[config.mk]
export PLATFORM = sky130hd
export DESIGN_NAME = flash_tick_divider
export DESIGN_NICKNAME = d
export VERILOG_FILES = /design/src/rtl/flash_tick_pkg.sv /design/src/rtl/ftd_write_gate.sv /design/src/rtl/ftd_ctrl_reg.sv /design/src/rtl/ftd_prescaler.sv /design/src/rtl/flash_tick_divider.sv
export SDC_FILE = /design/constraint.sdc
export NUM_CORES = 1
export LEC_CHECK = 0
export CORE_MARGIN = 1.5
export CORE_UTILIZATION = 31
export CTS_BUF_LIST = sky130_fd_sc_hd__clkbuf_2
export DETAILED_ROUTE_END_ITERATION = 10
export DONT_BUFFER_PORTS = 1
export PLACE_DENSITY = 0.5
export SLEW_MARGIN = 20
export SYNTH_ARGS = -nofsm -noshare
export SYNTH_HDL_FRONTEND = slang
export SYNTH_SLANG_ARGS = --single-unit
[constraint.sdc]
create_clock -name clk -period 3.6 [get_ports clk]
set_input_delay 0.54 -clock clk [delete_from_list [all_inputs] [get_ports clk]]
set_output_delay 0.54 -clock clk [all_outputs]
set_load 0.02 [all_outputs]
[src/rtl/flash_tick_pkg.sv]
package flash_tick_pkg;

  // Outcome of a bus write request in the current cycle
  typedef enum logic [1:0] {
    WR_NONE    = 2'd0,
    WR_REFUSED = 2'd1,
    WR_OPEN    = 2'd2,
    WR_LOCKED  = 2'd3
  } wr_kind_e;

  // Register layout: status flag on top, lock below it, divide field below that
  function automatic int unsigned loaded_pos(int unsigned div_w);
    return div_w + 1;
  endfunction

  function automatic int unsigned lock_pos(int unsigned div_w);
    return div_w;
  endfunction

endpackage

[src/rtl/ftd_write_gate.sv]
module ftd_write_gate
  import flash_tick_pkg::*;
(
  input  logic     wr_en,
  input  logic     cmd_idle,
  input  logic     rst_seq,
  input  logic     lock_q,
  output wr_kind_e wr_kind
);

  logic allowed;

  always_comb begin
    allowed = cmd_idle | rst_seq;
    if (!wr_en) begin
      wr_kind = WR_NONE;
    end else if (!allowed) begin
      wr_kind = WR_REFUSED;
    end else if (lock_q) begin
      wr_kind = WR_LOCKED;
    end else begin
      wr_kind = WR_OPEN;
    end
  end

endmodule

[src/rtl/ftd_ctrl_reg.sv]
module ftd_ctrl_reg
  import flash_tick_pkg::*;
#(
  parameter int unsigned DIV_W = 6,
  localparam int unsigned REG_W = DIV_W + 2
) (
  input  logic             clk,
  input  logic             rst_n,
  input  wr_kind_e         wr_kind,
  input  logic [REG_W-1:0] wr_data,
  output logic             loaded_q,
  output logic             lock_q,
  output logic [DIV_W-1:0] div_q,
  output logic             restart
);

  localparam int unsigned LOCK_BIT = lock_pos(DIV_W);

  logic             loaded_d;
  logic             lock_d;
  logic [DIV_W-1:0] div_d;
  logic             accept;
  logic             reg_en;

  always_comb begin
    accept   = (wr_kind == WR_OPEN) || (wr_kind == WR_LOCKED);
    loaded_d = loaded_q | accept;
    lock_d   = lock_q | (accept & wr_data[LOCK_BIT]);
    div_d    = (wr_kind == WR_OPEN) ? wr_data[DIV_W-1:0] : div_q;
    restart  = (wr_kind == WR_OPEN) && (wr_data[DIV_W-1:0] != div_q);
    reg_en   = accept;
  end

  always_ff @(posedge clk or negedge rst_n) begin
    if (!rst_n) begin
      loaded_q <= 1'b0;
      lock_q   <= 1'b0;
      div_q    <= '0;
    end else if (reg_en) begin
      loaded_q <= loaded_d;
      lock_q   <= lock_d;
      div_q    <= div_d;
    end
  end

endmodule

[src/rtl/ftd_prescaler.sv]
module ftd_prescaler #(
  parameter int unsigned DIV_W = 6
) (
  input  logic             clk,
  input  logic             rst_n,
  input  logic             run,
  input  logic             restart,
  input  logic [DIV_W-1:0] div_q,
  output logic             tick
);

  logic [DIV_W-1:0] cnt_q;
  logic [DIV_W-1:0] cnt_d;
  logic             wrap;

  always_comb begin
    wrap = (cnt_q == div_q);
    if (!run || restart || wrap) begin
      cnt_d = '0;
    end else begin
      cnt_d = cnt_q + 1'b1;
    end
    tick = run & wrap;
  end

  always_ff @(posedge clk or negedge rst_n) begin
    if (!rst_n) begin
      cnt_q <= '0;
    end else begin
      cnt_q <= cnt_d;
    end
  end

endmodule

[src/rtl/flash_tick_divider.sv]
module flash_tick_divider
  import flash_tick_pkg::*;
#(
  parameter int unsigned DIV_W = 6,
  localparam int unsigned REG_W = DIV_W + 2
) (
  input  logic             clk,
  input  logic             rst_n,
  input  logic             wr_en,
  input  logic [REG_W-1:0] wr_data,
  input  logic             cmd_idle,
  input  logic             rst_seq,
  output logic [REG_W-1:0] rd_data,
  output logic             tick
);

  wr_kind_e         wr_kind;
  logic             loaded_q;
  logic             lock_q;
  logic [DIV_W-1:0] div_q;
  logic             restart;

  ftd_write_gate u_gate (
    .wr_en    (wr_en),
    .cmd_idle (cmd_idle),
    .rst_seq  (rst_seq),
    .lock_q   (lock_q),
    .wr_kind  (wr_kind)
  );

  ftd_ctrl_reg #(.DIV_W(DIV_W)) u_reg (
    .clk      (clk),
    .rst_n    (rst_n),
    .wr_kind  (wr_kind),
    .wr_data  (wr_data),
    .loaded_q (loaded_q),
    .lock_q   (lock_q),
    .div_q    (div_q),
    .restart  (restart)
  );

  ftd_prescaler #(.DIV_W(DIV_W)) u_pre (
    .clk     (clk),
    .rst_n   (rst_n),
    .run     (loaded_q),
    .restart (restart),
    .div_q   (div_q),
    .tick    (tick)
  );

  assign rd_data = {loaded_q, lock_q, div_q};

endmodule

# Word-level counts from Yosys, hierarchy flattened
# Index checks and enable logic that the tools add are counted.
# Widths: inputs -> output; s select.
word_totals:
  reg_bits: 14
  inputBits: 13
  out_inout_bits: 9
classes:
  addsub: 1
  eq_ne: 4
  n_mux: 4
  bitwise_logic: 5
  reduce_logical: 6
op_table:
  columns: ["cell", "count"]
  rows:
  - ["$add 6x1->6 const B", 1]
  - ["$eq 6x6->1", 1]
  - ["$mux 6", 1]
  - ["$ne 6x6->1", 1]
  - ["$eq 2x2->1 const B", 2]
  - ["$mux 2", 2]
  - ["$logic_or 1x1->1", 3]
  - ["$or 1x1->1", 3]
  - ["$and 1x1->1", 2]
  - ["$reduce_and 2->1", 1]
  - ["$logic_and 1x1->1", 1]
  - ["$logic_not 1->1", 1]
  - ["$mux 1", 1]

# Depth between registers and ports, before layout
logic_depth:
  depth_word: 8
  mapped_depth: 4
  depth_no_buf: 4

# By module
# A second synthesis with hierarchy kept.
hier_totals:
  cells_unflattened: 65
  hier_area_um2: 803.3
modules_own_cells:
  columns: ["mod", "instances", "cells_each", "area_per_inst_um2"]
  rows:
  - ["ftd_ctrl_reg", 1, 26, 397.9]
  - ["ftd_prescaler", 1, 34, 370.4]
  - ["ftd_write_gate", 1, 3, 20.0]
  - ["flash_tick_divider", 1, 2, 15.0]

# Least setup slack after synthesis
# No wires, ideal clock.
synth_path:
  path_kind: "reg2out"
  start: "register u_reg.div_q[0]"
  end: "output port tick"
  arrival_ps: 1568
  path_slack_ps: 1492
  stages_incl_launch_ff: 4
  cell_sequence: "dfrtp_1 -> xnor2_1 -> nand4_1 -> nor4_1"
synth_via:
  elab_chain_len: 2
synth_rtl:
  columns: ["item", "line", "rtl"]
  rows:
  - ["start: declaration", "ftd_ctrl_reg.sv:13", "output logic [DIV_W-1:0] div_q,"]
  - ["start signal: assignment", "ftd_ctrl_reg.sv:42", "div_q <= div_d;"]
  - ["$eq 6x6->1", "ftd_prescaler.sv:17", "wrap = (cnt_q == div_q);"]
  - ["$and 1x1->1", "ftd_prescaler.sv:23", "tick = run & wrap;"]
  - ["end: declaration", "flash_tick_divider.sv:14", "output logic tick"]
# No other way between the ends.

# Worst setup path after layout
layout_path:
  start: "register u_reg.div_q[5]"
  end: "output port tick"
# The elaborated chain is that of the path after synthesis.

==> impl_results.md <==
* Largest net degree at the start of global routing at 15
* Critical Path AT at 2040 ps
* GRT busiest layer: met2
* CTS H-tree lvls at 1
* Input/output buffers at 0
* Final setup violation count at 0
* I/O pin cnt at 22
* Area Overhead vs Synth at 6.26%
* GR Overflow Total at 0
* Register bit count reported by yosys at 14
* Startpoint class of the critical path: register
* Worst-Skew Late Latency at 270 ps
* Worst reg2reg path depth at 4
* Num CTS Buffers at 3
* RSZ-0062 raised after global routing: false
* Sink Count at 14
* Slowest Stage Delay on Critical Path at 830 ps
* Layout cell share with drive strength beyond 1 at 0.0968
* Starting Density at 0.328
* Rows at 17
* Design Power at 0.565 mW
* Sequential share of the synthesized area at 0.487
* Hold WC Path Type: input pin to register
* VDD IR max at 0.360 mV
* Die height at 51.2 um
* Max_slew headroom at 0.378
* Status: completed
* Most frequent cell after synthesis: dfrtp_1
* CP Capture Type: primary output
* Crit path max fanout at 4
* First-pass GRT wire length at 2130 um
* Clk Tree Root Cell: clkbuf_2
* First-pass DRT Iterations at 2
* Max Clock Freq at 0.388 GHz
* Cells after Synth at 60
* Critical path destination: tick
* Ys async rst share at 1.00
* Vias at 437
* R2R Path End: u_pre.cnt_q[5]
* Setup Skew at 2.33 ps
* Die area at 2620 sq um
* Post-Syn Nets at 74
* DRC Markers at 0
* Ranking of synthesized cells by area: dfrtp_1, xnor2_1, mux2_1, xor2_1, nor3_1
* GPL Wtd Cong at 0.721
* Global routing usage on met1 at 0.151
* Antenna viol nets, final at 0
* RR Startpoint: u_reg.div_q[5]
* Total Neg Setup Slack at 0 ps
* Pwr/cell area at 739 nW/um^2
* EDFF count, synth at 0
* Slowest cell on crit path: nor4_1
* Crit-path cells: xnor2_1 -> nand4_1 -> nor4_1
* Synth cell count leaders: dfrtp_1, xnor2_1, mux2_1, xor2_1, nor3_1
* Slew Viols, Final at 0
* CTS tree: done
* Period utilisation layout at 0.716
* Layout Nets at 78
* Gr usage total at 0.112
* M3 GR Usage at 0.0614
* Vias in the first global route at 463
* Synthesized cell area at 719 sq um
* Die width at 51.2 um
* N_diodes at 0
* Max Cap Viol at 0
* Data required, critical path at 3060 ps
* Top-area cell type share of the netlist area at 0.487
* Core area at 2190 sq um
* Leakage at 0.303 nW
* Yosys cell types at 19
* Synthesized area per cell at 12.0 sq um
* Final Util at 0.349
* Routed WL per cell at 13.8 um
* Initial DRC Count at 3
* CP startpoint: u_reg.div_q[5]
* Biggest area consumer among synthesized cells: dfrtp_1
* Total wire length at 1240 um
* R2R Setup Slk at 2020 ps
* Clk slew on worst S/H paths at 130 ps
* Setup Crit Path Kind: register to primary output
* Commonest register cell after synthesis: dfrtp_1
* Grt met2 use at 0.160
* Vias/cell at 4.86
* Ys Warns at 0
* Final Critical Period at 2580 ps
* Hold Vio Cnt, Final at 0
* Initial antenna violation count at 0
* Post-CTS Setup Repair Bufs at 0
* Least-Margin Pin Slew at 925 ps
* Clock Path Buffers at 2
## cell type report
cell class,instances,area [sq um]
fill,216,1430
sequential,14,350
multi-input combinational,42,347
tap,28,35.0
clock buffer,3,15.0
timing repair buffer,1,10.0
inverter,2,7.51
## stage by stage
stage,area [sq um],std cells,worst slack (ps),hold slack (ps)
final,764,90,1020,390
after global routing,764,90,875,359
after CTS,764,90,960,369
after detailed placement,739,86,1300,245
after global placement,739,86,1330,245
after floorplan,719,60,1490,244
## kinds of logic after synthesis
family                   share of synthesized area
XOR/XNOR                                     0.195
flip-flops                                   0.487
multiplexers                                0.0939
adder cells (fa/ha/maj)                     0.0174
AO/OA/AOI/OAI                               0.0591
AND/OR/NAND/NOR                              0.117
buffers and inverters                       0.0313
## registers in the layout, indices dropped and copies added (netlist names)
signal and flops:
u_pre.cnt_q 6, u_reg.loaded_q 1, u_reg.lock_q 1, u_reg.div_q 6
## layout by cell type (no fill, tap or decap)
cell type	netlist	final
nand3_1	2	2
inv_1	2	2
nor2_1	1	1
mux2_1	6	6
nand4_1	2	2
o31a_1	1	1
nand2_1	2	2
dlygate4sd3_1	0	1
nor3_1	5	5
nor2_2	1	1
o21ai_1	1	1
xnor2_1	10	10
clkbuf_2	0	3
o31ai_4	1	1
xor2_1	6	6
o21bai_1	1	1
dfrtp_1	14	14
nor3b_2	1	1
ha_1	1	1
nor4_1	1	1
## layer usage
| layer | vias to the layer above | share of wire |
|---|---|---|
| met3 | 0 | 0.083 |
| met2 | 19 | 0.43 |
| met1 | 207 | 0.49 |
| met4 | 0 | 0 |
| li1 | 211 | - |
| met5 | - | 0 |
## power breakdown
group          internal, mW  leakage [nW]  switching [mW]
logic                 0.101         0.129          0.0871
clock network        0.0227        0.0125          0.0482
registers             0.211         0.161          0.0941
## timing repair
| item | CTS | global route |
|---|---|---|
| hold buffers | 1 | 0 |
| resized for setup | 0 | 0 |
| endpoints found under the hold margin | 14 | 0 |
## critical path, delay by kind of cell (launching register included)
| family | cells | cell delay [ps] |
|---|---|---|
| xor gates and xnor gates | 1 | 220 |
| DFF | 1 | 510 |
| and+or+nand+nor | 2 | 1030 |
## how the worst min path moves through the flow
stage | startpoint | to | cells after the start
2_1_floorplan | rst_n | u_pre.cnt_q[0] | 0
3_3_place_gp | rst_n | u_reg.loaded_q | 0
3_5_place_dp | rst_n | u_reg.loaded_q | 0
4_1_cts | wr_data[4] | u_reg.div_q[4] | 1
5_1_grt | wr_data[5] | u_reg.div_q[5] | 1
6_report | wr_data[4] | u_reg.div_q[4] | 1
No activity file was read; power rests on OpenSTA's default activity.
